### src/rtl/pw_access_pkg.sv
package pw_access_pkg;
  localparam int REGION_W = 3;
  localparam int LEVEL_W  = 2;

  typedef enum logic [LEVEL_W-1:0] {
    LVL_USER = 2'd0,
    LVL_ONE  = 2'd1,
    LVL_TWO  = 2'd2
  } level_e;

  localparam logic [REGION_W-1:0] RG_MONITOR = 3'd0;
  localparam logic [REGION_W-1:0] RG_ENTRY   = 3'd1;
  localparam logic [REGION_W-1:0] RG_CUST    = 3'd2;
  localparam logic [REGION_W-1:0] RG_CONFIG  = 3'd3;
  localparam logic [REGION_W-1:0] RG_PWSTORE = 3'd4;
  localparam logic [REGION_W-1:0] RG_LAST    = RG_PWSTORE;
endpackage

### src/rtl/pw_entry_reg.sv
module pw_entry_reg #(
  parameter int PW_W   = 32,
  parameter int BYTE_W = 8,
  localparam int NB    = PW_W / BYTE_W,
  localparam int IDX_W = (NB > 1) ? $clog2(NB) : 1
) (
  input  logic              clk,
  input  logic              rst,
  input  logic              we_i,
  input  logic [IDX_W-1:0]  idx_i,
  input  logic [BYTE_W-1:0] byte_i,
  output logic [PW_W-1:0]   entry_o,
  output logic              changed_o
);
  // byte lane 0 holds the most significant byte
  for (genvar g = 0; g < NB; g++) begin : g_lane
    localparam int HI = PW_W - 1 - g * BYTE_W;
    always_ff @(posedge clk) begin
      if (rst) begin
        entry_o[HI -: BYTE_W] <= '1;
      end else if (we_i && (idx_i == IDX_W'(g))) begin
        entry_o[HI -: BYTE_W] <= byte_i;
      end
    end
  end

  // request a fresh compare after reset and after every byte write
  always_ff @(posedge clk) begin
    if (rst) changed_o <= 1'b1;
    else     changed_o <= we_i;
  end

  AST_ENTRY_HOLD: assert property (@(posedge clk) disable iff (rst)
    !we_i |=> $stable(entry_o));
  AST_ENTRY_FLAG: assert property (@(posedge clk) disable iff (rst)
    we_i |=> changed_o);
endmodule

### src/rtl/pw_level_eval.sv
module pw_level_eval
  import pw_access_pkg::*;
#(
  parameter int PW_W = 32
) (
  input  logic               clk,
  input  logic               rst,
  input  logic               eval_i,
  input  logic [PW_W-1:0]    entry_i,
  input  logic [PW_W-1:0]    pw_lo_i,
  input  logic [PW_W-1:0]    pw_hi_i,
  output logic [LEVEL_W-1:0] level_o
);
  level_e next_lvl;
  level_e lvl_q;

  always_comb begin
    if (entry_i == pw_hi_i)      next_lvl = LVL_TWO;
    else if (entry_i == pw_lo_i) next_lvl = LVL_ONE;
    else                         next_lvl = LVL_USER;
  end

  always_ff @(posedge clk) begin
    if (rst)         lvl_q <= LVL_USER;
    else if (eval_i) lvl_q <= next_lvl;
  end

  assign level_o = lvl_q;

  AST_LVL_LEGAL: assert property (@(posedge clk) disable iff (rst)
    level_o != 2'd3);
  AST_LVL_PERSIST: assert property (@(posedge clk) disable iff (rst)
    !eval_i |=> $stable(level_o));
endmodule

### src/rtl/pw_perm_map.sv
module pw_perm_map
  import pw_access_pkg::*;
(
  input  logic                clk,
  input  logic                rst,
  input  logic [REGION_W-1:0] region_i,
  input  logic [LEVEL_W-1:0]  level_i,
  output logic                rd_ok_o,
  output logic                wr_ok_o,
  output logic                rd_ones_o
);
  logic at_one, at_two;
  logic rd_n, wr_n, ones_n;

  assign at_two = (level_i == LVL_TWO);
  assign at_one = at_two || (level_i == LVL_ONE);

  always_comb begin
    rd_n = 1'b0; wr_n = 1'b0; ones_n = 1'b0;
    case (region_i)
      RG_MONITOR: begin rd_n = 1'b1;   wr_n = at_two; end
      RG_ENTRY:   begin ones_n = 1'b1; wr_n = 1'b1;   end
      RG_CUST:    begin rd_n = at_one; wr_n = at_one; end
      RG_CONFIG:  begin rd_n = at_two; wr_n = at_two; end
      RG_PWSTORE: begin ones_n = 1'b1; wr_n = at_two; end
      default:    begin rd_n = 1'b0;   wr_n = 1'b0;   end
    endcase
  end

  always_ff @(posedge clk) begin
    if (rst) begin
      rd_ok_o <= 1'b0; wr_ok_o <= 1'b0; rd_ones_o <= 1'b0;
    end else begin
      rd_ok_o <= rd_n; wr_ok_o <= wr_n; rd_ones_o <= ones_n;
    end
  end

  AST_PW_NO_READ: assert property (@(posedge clk) disable iff (rst)
    (region_i == RG_ENTRY || region_i == RG_PWSTORE) |=> (!rd_ok_o && rd_ones_o));
  AST_ENTRY_OPEN: assert property (@(posedge clk) disable iff (rst)
    (region_i == RG_ENTRY) |=> wr_ok_o);
  AST_CUST_LOCKED: assert property (@(posedge clk) disable iff (rst)
    (region_i == RG_CUST && level_i == LVL_USER) |=> (!rd_ok_o && !wr_ok_o));
  AST_PWSTORE_GUARD: assert property (@(posedge clk) disable iff (rst)
    (region_i == RG_PWSTORE && level_i != LVL_TWO) |=> !wr_ok_o);
  AST_RESERVED_DENY: assert property (@(posedge clk) disable iff (rst)
    (region_i > RG_LAST) |=> (!rd_ok_o && !wr_ok_o && !rd_ones_o));
endmodule

### src/rtl/pw_access_ctrl.sv
module pw_access_ctrl
  import pw_access_pkg::*;
#(
  parameter int PW_W   = 32,
  parameter int BYTE_W = 8,
  localparam int NB    = PW_W / BYTE_W,
  localparam int IDX_W = (NB > 1) ? $clog2(NB) : 1
) (
  input  logic                clk,
  input  logic                rst,
  input  logic                ent_we,
  input  logic [IDX_W-1:0]    ent_idx,
  input  logic [BYTE_W-1:0]   ent_byte,
  input  logic [PW_W-1:0]     pw_lo,
  input  logic [PW_W-1:0]     pw_hi,
  input  logic [REGION_W-1:0] region,
  output logic [LEVEL_W-1:0]  level,
  output logic                rd_ok,
  output logic                wr_ok,
  output logic                rd_ones
);
  logic [PW_W-1:0] entry;
  logic            changed;

  pw_entry_reg #(.PW_W(PW_W), .BYTE_W(BYTE_W)) u_entry (
    .clk(clk), .rst(rst), .we_i(ent_we), .idx_i(ent_idx),
    .byte_i(ent_byte), .entry_o(entry), .changed_o(changed)
  );

  pw_level_eval #(.PW_W(PW_W)) u_level (
    .clk(clk), .rst(rst), .eval_i(changed), .entry_i(entry),
    .pw_lo_i(pw_lo), .pw_hi_i(pw_hi), .level_o(level)
  );

  pw_perm_map u_perm (
    .clk(clk), .rst(rst), .region_i(region), .level_i(level),
    .rd_ok_o(rd_ok), .wr_ok_o(wr_ok), .rd_ones_o(rd_ones)
  );
endmodule

### config.mk
export PLATFORM = sky130hd
export DESIGN_NAME = pw_access_ctrl
export DESIGN_NICKNAME = d
export VERILOG_FILES = /design/src/rtl/pw_access_pkg.sv /design/src/rtl/pw_entry_reg.sv /design/src/rtl/pw_level_eval.sv /design/src/rtl/pw_perm_map.sv /design/src/rtl/pw_access_ctrl.sv
export SDC_FILE = /design/constraint.sdc
export NUM_CORES = 1
export LEC_CHECK = 0
export BUFFER_PORTS_ARGS = -buffer_cell sky130_fd_sc_hd__buf_2
export CELL_PAD_IN_SITES_DETAIL_PLACEMENT = 0
export CELL_PAD_IN_SITES_GLOBAL_PLACEMENT = 1
export CORE_UTILIZATION = 38
export CTS_BUF_LIST = sky130_fd_sc_hd__clkbuf_8
export CTS_CLUSTER_DIAMETER = 120
export DETAILED_ROUTE_END_ITERATION = 10
export GPL_TIMING_DRIVEN = 0
export PLACE_DENSITY_LB_ADDON = 0.1
export SETUP_SLACK_MARGIN = 0.1
export SYNTH_ARGS = -nofsm -noshare
export SYNTH_HDL_FRONTEND = slang
export SYNTH_SLANG_ARGS = --single-unit
### constraint.sdc
create_clock -name clk -period 3.2 [get_ports clk]
set_input_delay 0.96 -clock clk [delete_from_list [all_inputs] [get_ports clk]]
set_output_delay 0.96 -clock clk [all_outputs]
set_load 0.01 [all_outputs]
[Word-level counts from Yosys, hierarchy flattened]
Cells that the tools add are included.
Storage, ports and cells
  register bits: 38
  input port bits: 80
Cells by class
  eq/ne operators: 11
  mux-type cells: 5
  reduce and logical (&&, ||, !) cells: 9
Operator list (count)
  equality test 32 bit: 2
  equality test 2 bit, second input constant: 3
  equality test 3 x 2 -> 1 bit, second input constant: 2
  case mux 1 bit (3 select lines): 2
  equality test 2 x 1 -> 1 bit, second input constant: 2
  logical AND 1 bit: 4
  equality test 3 x 1 -> 1 bit, second input constant: 1
  equality test 3 bit, second input constant: 1
  zero test 3 bit: 1
  OR reduction 3 bit: 1
  zero test 2 bit: 1
  2-to-1 mux 1 bit: 2
  2-to-1 mux 2 bit: 1
  OR reduction 2 bit: 1
  logical OR 1 bit: 1

[Depth between registers and ports, before layout]
Gate-level depths: netlist of run 1.
  depth in word-level cells: 3
  gate-level depth with buffers: 6
  mapped depth without buffers: 6

[Cells and area by module]
Synthesis of run 1 repeated with hierarchy kept, for this count alone.
Unflattened totals
  cell total of the unflattened synthesis: 229
  area, all modules: 2124.5 sq um
By module, submodules not included
  pw_entry_reg: instances 1, cells each 118, area an instance 1206.2 sq um, sequential area each 660.6 sq um
  pw_level_eval: instances 1, cells each 94, area an instance 770.7 sq um, sequential area each 40.0 sq um
  pw_perm_map: instances 1, cells each 17, area an instance 147.6 sq um, sequential area each 60.1 sq um

[Worst setup path after synthesis of run 1]
Ideal clock, no wire load.
  path kind: input to register
  start point: input port pw_hi[29]
  end point: register u_level.lvl_q[0] (netlist: u_level.level_o[0])
  arrival: 1704 ps
  setup slack: 1369 ps
  stages on the path: 5
  path buffers: 0
  cell sequence: xor2_1 nor4_1 nand4_1 o21ai_1 o32ai_1
Between the ends
  cells in the longest elaborated chain, start to end: 2
RTL lines
  start: declaration: line pw_access_ctrl.sv:15  | input logic [PW_W-1:0] pw_hi,
  equality test 32 bit: line pw_level_eval.sv:18  | if (entry_i == pw_hi_i) next_lvl = LVL_TWO;
  2-to-1 mux 2 bit: line pw_level_eval.sv:18
  end signal: assignment: line pw_level_eval.sv:25  | else if (eval_i) lvl_q <= next_lvl;
  end: declaration: line pw_level_eval.sv:15  | level_e lvl_q;
No other way between the ends.
A chain may end at the register's enable or synchronous reset.

[Final worst setup path of run 1]
  start point: input port pw_hi[26]
  end point: register u_level.lvl_q[0] (netlist: u_level.level_o[0])
Same word-level chain as after synthesis.

==> results of run 1 <==
==> critical path, cell delays in order <==
cell	delay, ns
buf_2	0.10
xor2_1	0.14
nor4_1	0.52
nand4_1	0.15
o21ai_1	0.19
o32ai_1	0.11
==> flip-flops by register name (all words and copies together) (netlist names) <==
name	count
u_perm.rd_ok_o	1
u_entry.changed_o	1
u_perm.rd_ones_o	1
u_entry.entry_o	32
u_level.level_o	2
u_perm.wr_ok_o	1
==> synth_stat cells <==
| cell type | number |
|---|---|
| a21oi_1 | 3 |
| a31oi_1 | 1 |
| and3_1 | 1 |
| and3b_1 | 1 |
| buf_2 | 1 |
| clkbuf_1 | 6 |
| dfxtp_1 | 38 |
| ha_1 | 1 |
| inv_1 | 3 |
| mux2i_1 | 8 |
| nand2_1 | 57 |
| nand3_1 | 27 |
| nand3b_1 | 1 |
| nand4_1 | 9 |
| nor2_1 | 3 |
| nor3_1 | 4 |
| nor3b_1 | 1 |
| nor4_1 | 9 |
| o211a_1 | 1 |
| o21ai_0 | 1 |
| o21ai_1 | 1 |
| o32ai_1 | 1 |
| or2_2 | 2 |
| or3_1 | 1 |
| xnor2_1 | 32 |
| xor2_1 | 33 |
==> per-layer routing <==
metal	share of wire (%)	track usage (%)
met4	1.0	5.556
met3	5.3	4.497
met1	48	29.93
met2	46	34.42
met5	0	0
==> cells by family after synthesis <==
logic type	after synthesis	share of synthesized area, %
compound gates	8	2.437
fa+ha+maj	1	0.6093
buf+inv	10	1.889
flops	38	37.05
mux	8	3.900
simple gates	116	26.39
xor+xnor	65	27.73
==> worst min-delay path by stage <==
stage                       from                  to  slack [ns]  cells after the start
2_1_floorplan  u_entry.changed_o  u_level.level_o[0]        0.45                      1
3_3_place_gp   u_entry.changed_o  u_level.level_o[0]        0.49                      1
3_5_place_dp   u_entry.changed_o  u_level.level_o[0]        0.49                      1
4_1_cts        u_entry.changed_o  u_level.level_o[0]        0.50                      1
5_1_grt        u_entry.changed_o  u_level.level_o[0]        0.51                      1
6_report       u_entry.changed_o  u_level.level_o[0]        0.51                      1
==> power by group <==
group	switching (µW)	leakage [µW]	internal [µW]
combinational	96.2	0.000809	102
clock	178	0.0000472	173
sequential	23.9	0.000312	495
total	298	0.00117	770
==> stage by stage <==
stage	instance area, µm²	util, %	hold WS [ns]
2_1_floorplan	2053	-	0.4533
3_3_place_gp	2561	49.83	0.4869
3_5_place_dp	2561	49.83	0.4888
4_1_cts	2656	51.68	0.4990
5_1_grt	2656	51.68	0.5108
6_report	2656	51.68	0.5076
==> final cells by class <==
| type | count | area, µm² |
|---|---|---|
| sequential | 38 | 760.7 |
| clock inverter | 2 | 12.51 |
| buffer | 7 | 27.53 |
| clock buffer | 6 | 82.58 |
| inverter | 3 | 11.26 |
| fill | 549 | 2484 |
| tap | 70 | 87.58 |
| timing repair buffer | 84 | 420.4 |
| multi-input combinational | 198 | 1254 |
==> flow_summary.ini, run 1 <==
[run_status]
outcome = complete, no violations

[min_path]
hold_class = register to register

[timing]
grt_setup_unrepaired = false
fin_crit_ns = 1.991
setup_viol = 0
max_freq_mhz = 502.2
skew_ns = 0.007856
slew_headroom_pct = 61.86
setup_tns_ns = 0
hold_violations = 0
period_share_pct = 62.22
tightest_slew_ns = 0.5721
final_max_slew_viol_count = 0
fin_ws_ns = 1.209

[floorplan]
dieArea_um2 = 5701
start_util_pct = 39.95
core.rowCount = 26
die_h_um = 75.51
die_x_um = 75.51
num_io_pins = 85
coreArea_um2 = 5140

[logic_synthesis]
synthDistinctLibCells = 26
ys_ff_latch = 38
synthCells = 246
postSynthAreaPerCell_um2 = 8.346
synth_top_cell_by_area = dfxtp_1
synth_top_area_share_pct = 37.05
synth_nets = 327
synth_area_um2 = 2053
yosysWarningCount = 0
synthTopCellsByArea = dfxtp_1 37%, xor2_1 14%, xnor2_1 14%, nand2_1 10%, nand3_1 6.6%
ys_seq_area_share_pct = 37.05

[cells_and_area]
final_common_cell = buf_2
antenna_cells = 0
drive_gt1_share_pct = 28.11
most-common-layout-cells = 85 x buf_2, 57 x nand2_1, 38 x dfxtp_1
fin_cells = 408
fin_nets = 418
area_delta_synth_final_pct = 29.37

[cts]
numCtsBuffers = 5
post_cts_buffers = 0
cts_tree = done
cts.sinks = 38
cts_root_buf = clkbuf_8
cts-resized-gates = 0
postCtsHoldBufs = 0
insertion_delay_ns = 0.29
clockBufferDepth = 2
cts.htree.levels = 2
path_clk_slew_ns = 0.07

[worst_setup_path]
startpoint = pw_hi[26]
r2r.worst_path.cells = 5
reg2reg_to = u_level.level_o[0]
crit_path_max_fanout = 2
start_kind = input pin
endpoint = u_level.level_o[0]
cp.arrival_ns = 2.16
required_ns = 3.37
critPathKind = input pin to register
rrSetupSlack_ns = 1.61
r2r-start = u_entry.entry_o[26]
endpoint_kind = register

[global_routing]
grt_pass1_wl_um = 8832
grt_max_degree = 13
first_global_vias = 1740
antenna_found_initial = 0
grt_overflow = 0
grtUsageTotal_pct = 21.64

[placed_design]
port_buffers = 84
dp.cells = 400
dp_slack_ns = 0.9379
gp_congestion = 0.7882
place_hpwl_um = 4523

[routing]
via_count = 1941
wirelength_um = 5749
drt-initial-drc-count = 56
viasPerCell = 4.757
wire_per_inst_um = 14.09
antenna_left = 0
firstDrtPassIters = 4
drc = 0

[run]
max_cap_viol_count = 0

[power]
vdd_drop_max_v = 0.0002301
p_total_uw = 1068
powerDensity_nw_per_um2 = 402.1
p_leak_uw = 0.001168
Note: power is estimated with default switching activity, not from simulation.
==> run 2: changes to the inputs <==
--- a/config.mk
+++ b/config.mk
@@ -5,10 +5,11 @@
 export SDC_FILE = /design/constraint.sdc
 export NUM_CORES = 1
 export LEC_CHECK = 0
+export ABC_AREA = 1
 export BUFFER_PORTS_ARGS = -buffer_cell sky130_fd_sc_hd__buf_2
 export CELL_PAD_IN_SITES_DETAIL_PLACEMENT = 0
 export CELL_PAD_IN_SITES_GLOBAL_PLACEMENT = 1
-export CORE_UTILIZATION = 38
+export CORE_UTILIZATION = 31
 export CTS_BUF_LIST = sky130_fd_sc_hd__clkbuf_8
 export CTS_CLUSTER_DIAMETER = 120
 export DETAILED_ROUTE_END_ITERATION = 10
==> constraint.sdc (replaced) <==
create_clock -name clk -period 1.71 [get_ports clk]
set_input_delay 0.513 -clock clk [delete_from_list [all_inputs] [get_ports clk]]
set_output_delay 0.513 -clock clk [all_outputs]
set_load 0.01 [all_outputs]
==> run 2 against run 1 <==
Effect of this change: synthesized cell count up 50%; core utilization fell by 11 points; global-route usage down 2.9 points; critical path type is now register to register; largest cell class unchanged.
==> flow_summary.ini, run 2 <==
[routing]
firstDrtPassIters = 6
drt-initial-drc-count = 62
drc = 0
via_count = 2415
viasPerCell = 4.336
antenna_left = 0
wirelength_um = 7153
wire_per_inst_um = 12.84

[floorplan]
start_util_pct = 32.33
dieArea_um2 = 7998
num_io_pins = 85
coreArea_um2 = 7331
die_x_um = 89.43
core.rowCount = 31
die_h_um = 89.43

[logic_synthesis]
synthDistinctLibCells = 26
ys_seq_area_share_pct = 32.10
synth_async_sr_flop_share_pct = 0
postSynthAreaPerCell_um2 = 6.440
synth_common_cells = 123 x nand2_1, 54 x inv_1, 38 x dfxtp_1, 30 x nor2_1, 30 x xnor2_1
synth-edff-count = 0
synth_area_um2 = 2370
synth_top_cell_by_area = dfxtp_1
synthTopCellsByArea = dfxtp_1 32%, nand2_1 19%, xnor2_1 11%, inv_1 8.6%, nor2_1 4.8%
synth_nets = 449
yosysWarningCount = 0
synth_top_area_share_pct = 32.10
yosysMostFrequentCell = nand2_1
ys_ff_latch = 38
synth_ff_type = dfxtp_1
synthCells = 368

[cells_and_area]
fill_cells = 827
area_delta_synth_final_pct = 26.56
final_common_cell = nand2_1
antenna_cells = 0
drive_gt1_share_pct = 24.02
regMostFlops = u_entry.entry_o
largest_register_ffs = 32
most-common-layout-cells = 123 x nand2_1, 87 x buf_2, 54 x inv_1
final_cell_area_um2 = 2999
fin_nets = 540

[run]
max_cap_viol_count = 0

[worst_setup_path]
critPathSlowestCell = dfxtp_1
critPathKind = register to register
crit_chain = xnor2_1 > nand2_1 > nor2_2 > nand2_1 > nor2_1 > nand2_1 > nand2_1 > a21oi_1
critPathBufInv = 0
cp.arrival_ns = 1.60
crit_family = simple AND/OR/NAND/NOR gates
rrSetupSlack_ns = 0.27
startpoint = u_entry.entry_o[20]
endpoint = u_level.level_o[0]
r2r-start = u_entry.entry_o[20]
start_kind = register
reg2reg_to = u_level.level_o[0]
endpoint_kind = register
r2r.worst_path.cells = 8
critPathMostFrequentCell = nand2_1
required_ns = 1.87
crit_path_max_fanout = 3
max_stage_delay_ns = 0.39
cp.depth = 8

[cts]
path_clk_slew_ns = 0.07
cts.htree.levels = 2
cts.sinks = 38
numCtsBuffers = 5
clockBufferDepth = 2
insertion_delay_ns = 0.29
cts_tree = done
cts_root_buf = clkbuf_8
post_cts_buffers = 0

[timing]
skew_ns = 0.002480
holdWs_ns = 0.4765
tightest_slew_ns = 0.5565
final_max_slew_viol_count = 0
fin_crit_ns = 1.443
hold_violations = 0
max_freq_mhz = 693.1
setup_viol = 0
grt_setup_unrepaired = false
fin_ws_ns = 0.2673
slew_headroom_pct = 62.90
period_share_pct = 84.37

[power]
p_clk_share_pct = 30.8
seqPwrFrac_pct = 47.3
switching_share_pct = 29.23
p_leak_uw = 0.001617
switchingPower_uw = 597.0
pwr-share-comb_pct = 21.8
p_total_uw = 2043
powerDensity_nw_per_um2 = 681.0
intPower_uw = 1445
vdd_drop_max_v = 0.0004145

[global_routing]
grt_max_degree = 11
grtUsageTotal_pct = 18.71
grt_pass1_wl_um = 10880
antenna_found_initial = 0
first_global_vias = 2192
grt_overflow = 0

[placed_design]
port_buffers = 84
place_area_um2 = 2914
dp_slack_ns = -0.03077
gp_congestion = 0.8516
place_hpwl_um = 5881

[run_status]
outcome = complete, no violations

[min_path]
holdPathStages = 1
min-delay-start = u_entry.changed_o
hold_class = register to register
## run 2: layout make-up
class / instances / area (µm²) / share of cell area, %
Inverter: 57 / 214.0 / 7.134
Clock buffer: 6 / 82.58 / 2.753
Sequential cell: 38 / 760.7 / 25.37
Tap cell: 99 / 123.9 / 4.130
Buffer: 7 / 33.78 / 1.126
Multi-Input combinational cell: 266 / 1364 / 45.47
Timing Repair Buffer: 84 / 420.4 / 14.02
## run 2: timing repair
item / CTS / global route
endpoints found under the setup margin: 0 / 1
hold buffers: 0 / 0
resized for setup: 0 / 1
## run 2: power by group through the flow
stage	clock network [µW]	registers (µW)	logic, µW
floorplan	0	980	254
global route	679	972	507
finish	630	967	446
detailed placement	0	988	446
CTS	640	967	449
global placement	0	988	443
## run 2: logic make-up (layout without fill, tap and decap cells)
family                   Yosys count  after routing  synth area share (%)
buffers and inverters             64            154                 10.45
flip-flops                        38             38                 32.10
XOR/XNOR                          34             34                 12.57
AO/OA/AOI/OAI                     42             42                 10.77
adder cells (fa/ha/maj)            1              1                0.5279
AND/OR/NAND/NOR                  189            189                 33.58
## run 2: how the worst min path moves through the flow
| stage | end | slack (ns) |
|---|---|---|
| after detailed placement | u_level.level_o[1] | 0.46 |
| after floorplan | u_level.level_o[1] | 0.44 |
| after global routing | u_level.level_o[1] | 0.50 |
| after global placement | u_level.level_o[1] | 0.46 |
| after CTS | u_level.level_o[1] | 0.47 |
| final | u_level.level_o[1] | 0.48 |
## run 2: per-stage QoR
| stage | util (%) | instances | TNS, ns |
|---|---|---|---|
| floorplan | - | 368 | 0 |
| global placement | 39.75 | 551 | -0.03651 |
| detailed placement | 39.75 | 551 | -0.03077 |
| CTS | 40.88 | 557 | 0 |
| global route | 40.91 | 557 | 0 |
| finish | 40.91 | 557 | 0 |
## run 2: layer usage
layer | track usage, % | vias to the layer above | part of all wire, %
met5 | 0 | - | 0
met4 | 3.463 | 0 | 0.56
met3 | 2.955 | 4 | 3.6
met2 | 32.55 | 58 | 45
met1 | 24.61 | 1037 | 51
li1 | - | 1316 | -
